===== src/rtl/chacha_pkg.sv =====
package chacha_pkg;
  localparam int WORD_W  = 32;
  localparam int N_WORDS = 16;
  localparam int QR_PER_DBL = 8;

  typedef logic [WORD_W-1:0] word_t;
  typedef word_t [N_WORDS-1:0] state_t;

  typedef struct packed {
    logic       load;
    logic       qrEn;
    logic [2:0] qrSel;
    logic       finish;
  } ctrlStrobe_t;

  localparam logic [4*WORD_W-1:0] SIGMA = {32'h6b206574, 32'h79622d32,
                                           32'h3320646e, 32'h61707865};

  function automatic word_t rotl(input word_t v, input int n);
    return (v << n) | (v >> (WORD_W - n));
  endfunction
endpackage


===== src/rtl/chacha_qround.sv =====
module chacha_qround
  import chacha_pkg::*;
(
  input  word_t aIn,
  input  word_t bIn,
  input  word_t cIn,
  input  word_t dIn,
  output word_t aOut,
  output word_t bOut,
  output word_t cOut,
  output word_t dOut
);
  word_t a1, d1, c1, b1, a2, d2, c2;

  always_comb begin
    a1 = aIn + bIn;
    d1 = rotl(dIn ^ a1, 16);
    c1 = cIn + d1;
    b1 = rotl(bIn ^ c1, 12);
    a2 = a1 + b1;
    d2 = rotl(d1 ^ a2, 8);
    c2 = c1 + d2;
    aOut = a2;
    dOut = d2;
    cOut = c2;
    bOut = rotl(b1 ^ c2, 7);
  end
endmodule


===== src/rtl/chacha_ctrl.sv =====
module chacha_ctrl
  import chacha_pkg::*;
#(
  parameter int DOUBLE_ROUNDS = 10
) (
  input  logic        clk,
  input  logic        rstN,
  input  logic        start,
  output ctrlStrobe_t strobes,
  output logic        done
);
  localparam int TOTAL_QR = DOUBLE_ROUNDS * QR_PER_DBL;
  localparam int CNT_W    = $clog2(TOTAL_QR);
  localparam logic [CNT_W-1:0] LAST_QR = CNT_W'(TOTAL_QR - 1);

  typedef enum logic [1:0] {S_IDLE, S_ROUND, S_FINAL} phase_t;

  phase_t         phase, phaseNext;
  logic [CNT_W-1:0] qrCnt;

  always_comb begin
    strobes   = '0;
    phaseNext = phase;
    unique case (phase)
      S_IDLE: if (start) begin
        strobes.load = 1'b1;
        phaseNext    = S_ROUND;
      end
      S_ROUND: begin
        strobes.qrEn  = 1'b1;
        strobes.qrSel = qrCnt[2:0];
        if (qrCnt == LAST_QR) phaseNext = S_FINAL;
      end
      S_FINAL: begin
        strobes.finish = 1'b1;
        phaseNext      = S_IDLE;
      end
      default: phaseNext = S_IDLE;
    endcase
  end

  always_ff @(posedge clk or negedge rstN) begin
    if (!rstN) begin
      phase <= S_IDLE;
      qrCnt <= '0;
      done  <= 1'b0;
    end else begin
      phase <= phaseNext;
      done  <= strobes.finish;
      if (strobes.load)      qrCnt <= '0;
      else if (strobes.qrEn) qrCnt <= qrCnt + 1'b1;
    end
  end


  done_pulse_chk: assert property (@(posedge clk) disable iff (!rstN)
    done |=> !done);


  qr_count_range_chk: assert property (@(posedge clk) disable iff (!rstN)
    (phase == S_ROUND) |-> (qrCnt <= LAST_QR));


  idle_after_final_chk: assert property (@(posedge clk) disable iff (!rstN)
    strobes.finish |=> !strobes.qrEn);
endmodule


===== src/rtl/chacha_datapath.sv =====
module chacha_datapath
  import chacha_pkg::*;
(
  input  logic                 clk,
  input  logic                 rstN,
  input  ctrlStrobe_t          strobes,
  input  logic [8*WORD_W-1:0]  keyIn,
  input  logic [4*WORD_W-1:0]  ctrNonceIn,
  output logic [N_WORDS*WORD_W-1:0] keyStream,
  output word_t                nextCounter
);
  state_t workReg, origReg, initState, sumState;
  logic [3:0] ia, ib, ic, id;
  word_t qa, qb, qc, qd;

  assign initState = {ctrNonceIn, keyIn, SIGMA};

  always_comb begin
    unique case (strobes.qrSel)
      3'd0: {ia, ib, ic, id} = {4'd0, 4'd4, 4'd8,  4'd12};
      3'd1: {ia, ib, ic, id} = {4'd1, 4'd5, 4'd9,  4'd13};
      3'd2: {ia, ib, ic, id} = {4'd2, 4'd6, 4'd10, 4'd14};
      3'd3: {ia, ib, ic, id} = {4'd3, 4'd7, 4'd11, 4'd15};
      3'd4: {ia, ib, ic, id} = {4'd0, 4'd5, 4'd10, 4'd15};
      3'd5: {ia, ib, ic, id} = {4'd1, 4'd6, 4'd11, 4'd12};
      3'd6: {ia, ib, ic, id} = {4'd2, 4'd7, 4'd8,  4'd13};
      default: {ia, ib, ic, id} = {4'd3, 4'd4, 4'd9, 4'd14};
    endcase
  end

  chacha_qround qrUnit (
    .aIn(workReg[ia]), .bIn(workReg[ib]), .cIn(workReg[ic]), .dIn(workReg[id]),
    .aOut(qa), .bOut(qb), .cOut(qc), .dOut(qd)
  );

  for (genvar w = 0; w < N_WORDS; w++) begin : g_ff
    assign sumState[w] = workReg[w] + origReg[w];
  end

  always_ff @(posedge clk or negedge rstN) begin
    if (!rstN) begin
      workReg     <= '0;
      origReg     <= '0;
      keyStream   <= '0;
      nextCounter <= '0;
    end else begin
      if (strobes.load) begin
        workReg <= initState;
        origReg <= initState;
      end else if (strobes.qrEn) begin
        workReg[ia] <= qa;
        workReg[ib] <= qb;
        workReg[ic] <= qc;
        workReg[id] <= qd;
      end
      if (strobes.finish) begin
        keyStream   <= sumState;
        nextCounter <= origReg[12] + 1'b1;
      end
    end
  end


  held_out_chk: assert property (@(posedge clk) disable iff (!rstN)
    !strobes.finish |=> ($stable(keyStream) && $stable(nextCounter)));


  orig_hold_chk: assert property (@(posedge clk) disable iff (!rstN)
    !strobes.load |=> $stable(origReg));
endmodule


===== src/rtl/chacha_block_core.sv =====
module chacha_block_core
  import chacha_pkg::*;
#(
  parameter int DOUBLE_ROUNDS = 10
) (
  input  logic         clk,
  input  logic         rstN,
  input  logic         start,
  input  logic [255:0] keyIn,
  input  logic [127:0] ctrNonceIn,
  output logic         done,
  output logic [511:0] keyStream,
  output logic [31:0]  nextCounter
);
  ctrlStrobe_t strobes;

  chacha_ctrl #(.DOUBLE_ROUNDS(DOUBLE_ROUNDS)) ctrlUnit (
    .clk(clk), .rstN(rstN), .start(start), .strobes(strobes), .done(done)
  );

  chacha_datapath dpUnit (
    .clk(clk), .rstN(rstN), .strobes(strobes), .keyIn(keyIn),
    .ctrNonceIn(ctrNonceIn), .keyStream(keyStream), .nextCounter(nextCounter)
  );
endmodule


===== config.mk =====
export PLATFORM = sky130hd
export DESIGN_NAME = chacha_block_core
export DESIGN_NICKNAME = d
export VERILOG_FILES = /design/src/rtl/chacha_pkg.sv /design/src/rtl/chacha_qround.sv /design/src/rtl/chacha_ctrl.sv /design/src/rtl/chacha_datapath.sv /design/src/rtl/chacha_block_core.sv
export SDC_FILE = /design/constraint.sdc
export NUM_CORES = 2
export LEC_CHECK = 0
export ABC_AREA = 0
export BUFFER_PORTS_ARGS = -buffer_cell sky130_fd_sc_hd__buf_2
export CAP_MARGIN = 40
export CORE_MARGIN = 10
export CORE_UTILIZATION = 30
export CTS_CLUSTER_DIAMETER = 150
export CTS_CLUSTER_SIZE = 20
export DETAILED_ROUTE_END_ITERATION = 8
export HOLD_SLACK_MARGIN = 0.1
export SLEW_MARGIN = 10
export SYNTH_ARGS = -nofsm -noshare
export SYNTH_HDL_FRONTEND = slang
export SYNTH_SLANG_ARGS = --single-unit

===== constraint.sdc =====
create_clock -name clk -period 25.5 [get_ports clk]
set_input_delay 5.1 -clock clk [delete_from_list [all_inputs] [get_ports clk]]
set_output_delay 5.1 -clock clk [all_outputs]
set_load 0.05 [all_outputs]

# Word-level counts from Yosys, hierarchy flattened

Index checks and enable logic that the tools add are counted.

Bits in registers: 1453
Output and inout bits: 545

Reductions and logical operators: 20
Equality and inequality tests: 11
Multiplexer cells: 35
Bitwise operators: 8
Order comparisons: 8
Add/sub/neg operators: 22

Operators by type and width:

| operator                | number |
|---|---|
| $bwmux W512             | 4 |
| $mux W512               | 2 |
| $add A32 B32 Y32        | 16 |
| $bmux W32 S4            | 4 |
| $demux W32 S4           | 4 |
| $mux W32                | 8 |
| $xor A32 B32 Y32        | 4 |
| $add A32 B31 Y32        | 3 |
| $add A32 B1 Y32 const B | 1 |
| $add A32 B30 Y32        | 1 |
| $or A32 B12 Y32         | 1 |
| $or A32 B16 Y32         | 1 |
| $or A32 B7 Y32          | 1 |
| $or A32 B8 Y32          | 1 |
| $pmux W2 S3             | 4 |
| $reduce_or A2 Y1        | 12 |
| $mux W7                 | 2 |
| $lt A4 B5 Y1 const B    | 2 |
| $eq A3 B3 Y1 const B    | 3 |
| $ge A4 B1 Y1 const B    | 2 |
| $add A7 B1 Y7 const B   | 1 |
| $eq A7 B7 Y1 const B    | 1 |
| $eq A3 B2 Y1 const B    | 2 |
| $lt A2 B5 Y1 const B    | 1 |
| 17 further kinds        | 23 |

# Longest topological paths before layout

Word-level depth: 24
Gate-level depth with buffers: 61

# Modules after synthesis

A second synthesis with hierarchy kept.

Cell total of the unflattened synthesis: 9215
Area, all modules: 89029.1 sq um

Modules (own cells, without submodules):

| module          | cells an instance | times used | area each (sq um) |
|---|---|---|---|
| chacha_datapath | 8209              | 1          | 81255.4 |
| chacha_qround   | 956               | 1          | 7252.0 |
| chacha_ctrl     | 50                | 1          | 521.8 |

# Worst setup path before layout

Ideal clock, no wire load.

Kind: reg-to-reg
Start point: register ctrlUnit.qrCnt[1]
End point: register dpUnit.workReg[134] (netlist name)
Path slack: 13.538 ns
Stages on the path, launching flop included: 57
Clock period less this slack: 11.962 ns
Library setup time: 0.136 ns
Arrival time: 11.825 ns
Data required time: 25.364 ns
Path through: dfrtp_1 > clkbuf_1 > clkbuf_1 > clkbuf_1 > clkbuf_1 > mux2i_1 > nand2_1 > o221a_2 > ha_1 > fa_1 > a211oi_1 > o21ai_1 > a32oi_1 > o21ai_1 > a211o_1 > a21oi_1 > xnor2_1 > xor2_1 > [... 21 more ...] > o31ai_1 > a41o_1 > a21oi_1 > xnor2_1 > inv_1 > ha_1 > a21o_1 > or3_1 > a31oi_1 > o21ai_1 > a2111oi_1 > o21ai_1 > nand3_1 > a41oi_1 > xor2_1 > xnor2_2 > xor2_1 > o211ai_1

Longest elaborated chain between the ends: 23
Elaborated cells on any way between the ends: 70

RTL lines:

| item                                       | RTL line              | text |
|---|---|---|
| from (decl)                                | chacha_ctrl.sv:19     | `logic [CNT_W-1:0] qrCnt;` |
| from (signal assigned)                     | chacha_ctrl.sv:51     | `else if (strobes.qrEn) qrCnt <= qrCnt + 1'b1;` |
| $mux W4 *                                  | chacha_ctrl.sv:24     | `unique case (phase)` |
| $eq A3 B2 Y1, or another cell as far along | chacha_datapath.sv:19 | `unique case (strobes.qrSel)` |
| $reduce_or A2 Y1 (no line)                 | -                     |  |
| $pmux W2 S3                                | chacha_datapath.sv:19 |  |
| $bmux W32 S4                               | chacha_datapath.sv:32 | `.aIn(workReg[ia]), .bIn(workReg[ib]), .cIn(workReg[ic]), .dIn(workReg[id]),` |
| $mux W32 (not written as such)             | chacha_datapath.sv:32 |  |
| $add A32 B32 Y32                           | chacha_qround.sv:16   | `a1 = aIn + bIn;` |
| $xor A32 B32 Y32                           | chacha_qround.sv:17   | `d1 = rotl(dIn ^ a1, 16);` |
| [... 7 more ...]                           | -                     |  |
| $add A32 B32 Y32                           | chacha_qround.sv:22   | `c2 = c1 + d2;` |
| $xor A32 B32 Y32                           | chacha_qround.sv:26   | `bOut = rotl(b1 ^ c2, 7);` |
| $or A32 B7 Y32                             | chacha_pkg.sv:20      | `return (v << n) \| (v >> (WORD_W - n));` |
| $bwmux W512                                | chacha_datapath.sv:52 | `workReg[ib] <= qb;` |
| $bwmux W512                                | chacha_datapath.sv:53 | `workReg[ic] <= qc;` |
| $bwmux W512 *                              | chacha_datapath.sv:54 | `workReg[id] <= qd;` |
| $mux W512 *                                | chacha_datapath.sv:50 | `end else if (strobes.qrEn) begin` |
| $mux W512 *                                | chacha_datapath.sv:47 | `if (strobes.load) begin` |
| to (signal assigned)                       | chacha_datapath.sv:48 | `workReg <= initState;` |
| to (signal, indexed assignment)            | chacha_datapath.sv:53 |  |
| to (signal, indexed assignment)            | chacha_datapath.sv:54 |  |
| to (decl)                                  | chacha_datapath.sv:12 | `state_t workReg, origReg, initState, sumState;` |

Every way passes the cells marked *; elsewhere a longest branch is shown, timed or not. The select of a mux whose other input is x is not followed.
A chain may end at the register's enable or synchronous reset.

# Worst setup path after layout

Start point: register ctrlUnit.qrCnt[0]
End point: register dpUnit.workReg[163] (netlist name)

The elaborated chain is that of the path after synthesis.

==> flow_summary.json <==
{
  "yosys_warnings": 0,
  "drt-total-wl_mm": 410,
  "syn-instance-count": 9647,
  "postCtsSetupRepairBufs": 0,
  "vias": 77200,
  "rsz0062_at_grt": "no",
  "drc": 0,
  "grt_max_degree": 260,
  "antenna_left": 0,
  "ir_drop_v": 0.0000470,
  "cp_data_arrival_time_ns": 16.48,
  "post_cts_resized": 0,
  "hold_depth": 2,
  "worstSetupPathType": "reg -> reg",
  "ctsHoldBuffers": 0,
  "synth_area_um2": 84800,
  "grt_pass1_wl_mm": 568,
  "dieHeight_um": 552,
  "start_kind": "flip-flop",
  "worst_skew_pair.late_latency_ns": 0.88,
  "row_count": 195,
  "hold_slack_ns": 0.474,
  "end_kind": "flip-flop",
  "drt_iter0_drc": 9075,
  "clk_pin_slew_ns": 0.10,
  "worst-path-max-fanout": 69,
  "grt_pass1_vias": 72900,
  "htreeDepth": 3,
  "critPathSlowestCell": "dfrtp_2",
  "worst_slew_pin_slew_ns": 1.11,
  "setup_violations": 0,
  "drtPass1Iterations": 8,
  "p_int_mw": 2.95,
  "die_w_um": 552,
  "switching_share": 0.241,
  "final.setup.tns_ns": 0,
  "worst_r2r_path_depth": 55,
  "fmax_mhz": 63.4,
  "io_pins": 932,
  "antenna_found_initial": 59,
  "cp_data_required_time_ns": 26.22,
  "via_per_inst": 5.43,
  "p_leak_nw": 48.6,
  "numPortBuffers": 931,
  "powerDensity_nw_per_um2": 40.0,
  "gp_congestion": 0.991,
  "synth_ff_type": "dfrtp_1",
  "async_flop_share": 1.00,
  "power_frac_seq": 0.591,
  "switching_power_mw": 0.936,
  "layout_common_cells": "nand2_1 (2,448), dfrtp_1 (1,448), buf_2 (933)",
  "cts_made_buffers": 87,
  "cts_tree": "built",
  "synth.net_count": 10600,
  "comb_power_share": 0.028,
  "fin_nets": 11400,
  "synth_edf_count": 0,
  "clkPwrFrac": 0.381,
  "finalHoldViolations": 0,
  "outcome": "finished clean",
  "syn_avg_cell_area_um2": 8.79,
  "slew_headroom": 0.254,
  "finClkSkew_ns": 0.0844,
  "yosysSeqAreaShare": 0.428,
  "gr-usage-all-layers": 0.258,
  "ctsRootBufferMaster": "clkbuf_16",
  "cts_sinks": 1451,
  "syn_to_final_growth_pct": 14.5,
  "max_stage_delay_ns": 0.92,
  "cap_violations": 0,
  "grt-ovfl-total": 0,
  "fillers": 29600,
  "hp-class": "reg -> reg",
  "clock_path_buffers": 4,
  "fin_crit_ns": 15.76,
  "floorplan.initialDensity": 0.301,
  "cpMostUsedCell": "xor2_1",
  "layout_commonest_cell": "nand2_1",
  "synth_seq_cells": 1451,
  "hpwl_mm": 333,
  "drive_gt1_frac": 0.134,
  "synth.distinct_cells": 92,
  "min_period_over_period": 0.618,
  "wire_per_inst_um": 28.9,
  "fp.dieArea_um2": 304000,
  "coreArea_um2": 282000,
  "finalMaxSlewViolations": 0
}
-- registers in the layout, summed over array words and instances (netlist names) --
name	cells
ctrlUnit.qrCnt	7
ctrlUnit.phase	2
dpUnit.nextCounter	32
ctrlUnit.done	1
dpUnit.origReg	385
dpUnit.keyStream	512
dpUnit.workReg	512
-- per-stage QoR --
| stage | util | setup WS, ns | cells | total power, mW | cell area, um^2 |
|---|---|---|---|---|---|
| global placement | 0.333 | 9.75 | 14000 | 2.45 | 93900 |
| floorplan | - | 13.54 | 9647 | 2.35 | 84800 |
| global route | 0.344 | 8.83 | 14200 | 4.00 | 97000 |
| finish | 0.345 | 9.74 | 14200 | 3.89 | 97100 |
| CTS | 0.344 | 9.99 | 14200 | 3.91 | 97000 |
| detailed placement | 0.336 | 10.00 | 14100 | 2.45 | 94700 |
-- Yosys cell counts, types with 11 or more instances --
cell       count  area, um^2
nand2_1     2459        9230
dfrtp_1     1451       36300
o21ai_0      886        4430
ha_1         559        6990
a21oi_1      509        2550
nor2_1       422        1580
clkbuf_1     377        1420
xor2_1       359        3140
xnor2_1      335        2930
a21o_1       267        2000
o211ai_1     258        1940
inv_1        228         856
nand3_1      209        1050
o22ai_1      116         726
a31oi_1      111         694
and3_1        86         538
nor3_1        78         390
o21bai_1      73         548
o21a_1        67         503
nor2b_1       61         382
nand2b_1      55         344
o31ai_1       54         405
mux2i_1       52         521
a211oi_1      41         308
nand4_1       39         244
buf_1         37         139
and2_1        31         194
mux4_2        31         698
or3_1         29         181
o21ai_1       22         110
a21boi_0      20         150
fa_1          17         340
a31o_2        16         140
or2_2         16         100
nand3b_1      15         113
nor3b_1       14         105
o221a_2       14         158
a41oi_1       12         105
o2111ai_1     12         105
buf_2         11        55.1
-- logic make-up (layout without fill, tap and decap cells) --
| kind of cell | count (synthesis) | after routing | share of synthesized area |
|---|---|---|---|
| simple gates | 3542 | 3542 | 0.173 |
| compound gates | 2631 | 2631 | 0.193 |
| flops | 1451 | 1451 | 0.428 |
| xor+xnor | 707 | 707 | 0.0747 |
| buf+inv | 654 | 1461 | 0.0291 |
| fa+ha+maj | 576 | 576 | 0.0865 |
| mux | 86 | 86 | 0.0148 |
| other cells | 0 | 21 | 0 |
-- per-layer routing --
layer  up-vias  wire length [um]  share of wire  track usage
li1      35100                 -              -            -
met1     37600            176000           0.43        0.354
met2      3734            170000           0.42        0.379
met3       660             42600           0.10       0.0721
met4        36             21200          0.052        0.111
met5         -               215        0.00052            0
-- power by group through the flow --
stage	clock network (mW)	registers, mW	logic (mW)
2_1_floorplan	0	2.35	0.000692
3_3_place_gp	0	2.34	0.107
3_5_place_dp	0	2.34	0.109
4_1_cts	1.51	2.30	0.109
5_1_grt	1.58	2.30	0.117
6_report	1.48	2.30	0.108
-- worst max-delay path: cells and delay by family, from the launching register on --
kind,cells,cell delay (ns)
mux,2,0.45
simple gates,9,1.37
xor+xnor,8,2.89
compound gates,23,6.12
buf+inv,6,1.36
flops,1,0.92
fa+ha+maj,7,2.41
-- cell type report --
class,count,area (um^2),share of cell area
inverters,229,862,0.00888
flip-flops and latches,1451,36300,0.374
well taps,3743,4680,0.0482
multi-input cells,7542,46300,0.476
diodes,21,52.6,0.000541
clock inverters,6,96.3,0.000992
clock buffers,91,2210,0.0228
repair buffers,1135,6600,0.0680
-- path summary, 6_finish.rpt --
check                                                   from                           endpoint  slack [ns]
max                            ctrlUnit.qrCnt[0]$_DFFE_PN0P_    dpUnit.workReg[163]$_DFFE_PN0P_        9.74
min                        dpUnit.keyStream[420]$_DFFE_PN0P_  dpUnit.keyStream[420]$_DFFE_PN0P_        0.47
max in group asynchronous                               rstN  dpUnit.keyStream[241]$_DFFE_PN0P_       17.61
max reg2reg                    ctrlUnit.qrCnt[0]$_DFFE_PN0P_    dpUnit.workReg[163]$_DFFE_PN0P_        9.74
min in group asynchronous                               rstN  dpUnit.keyStream[298]$_DFFE_PN0P_        4.23
min reg2reg                dpUnit.keyStream[420]$_DFFE_PN0P_  dpUnit.keyStream[420]$_DFFE_PN0P_        0.47
Power figures use the tool's default switching activity.
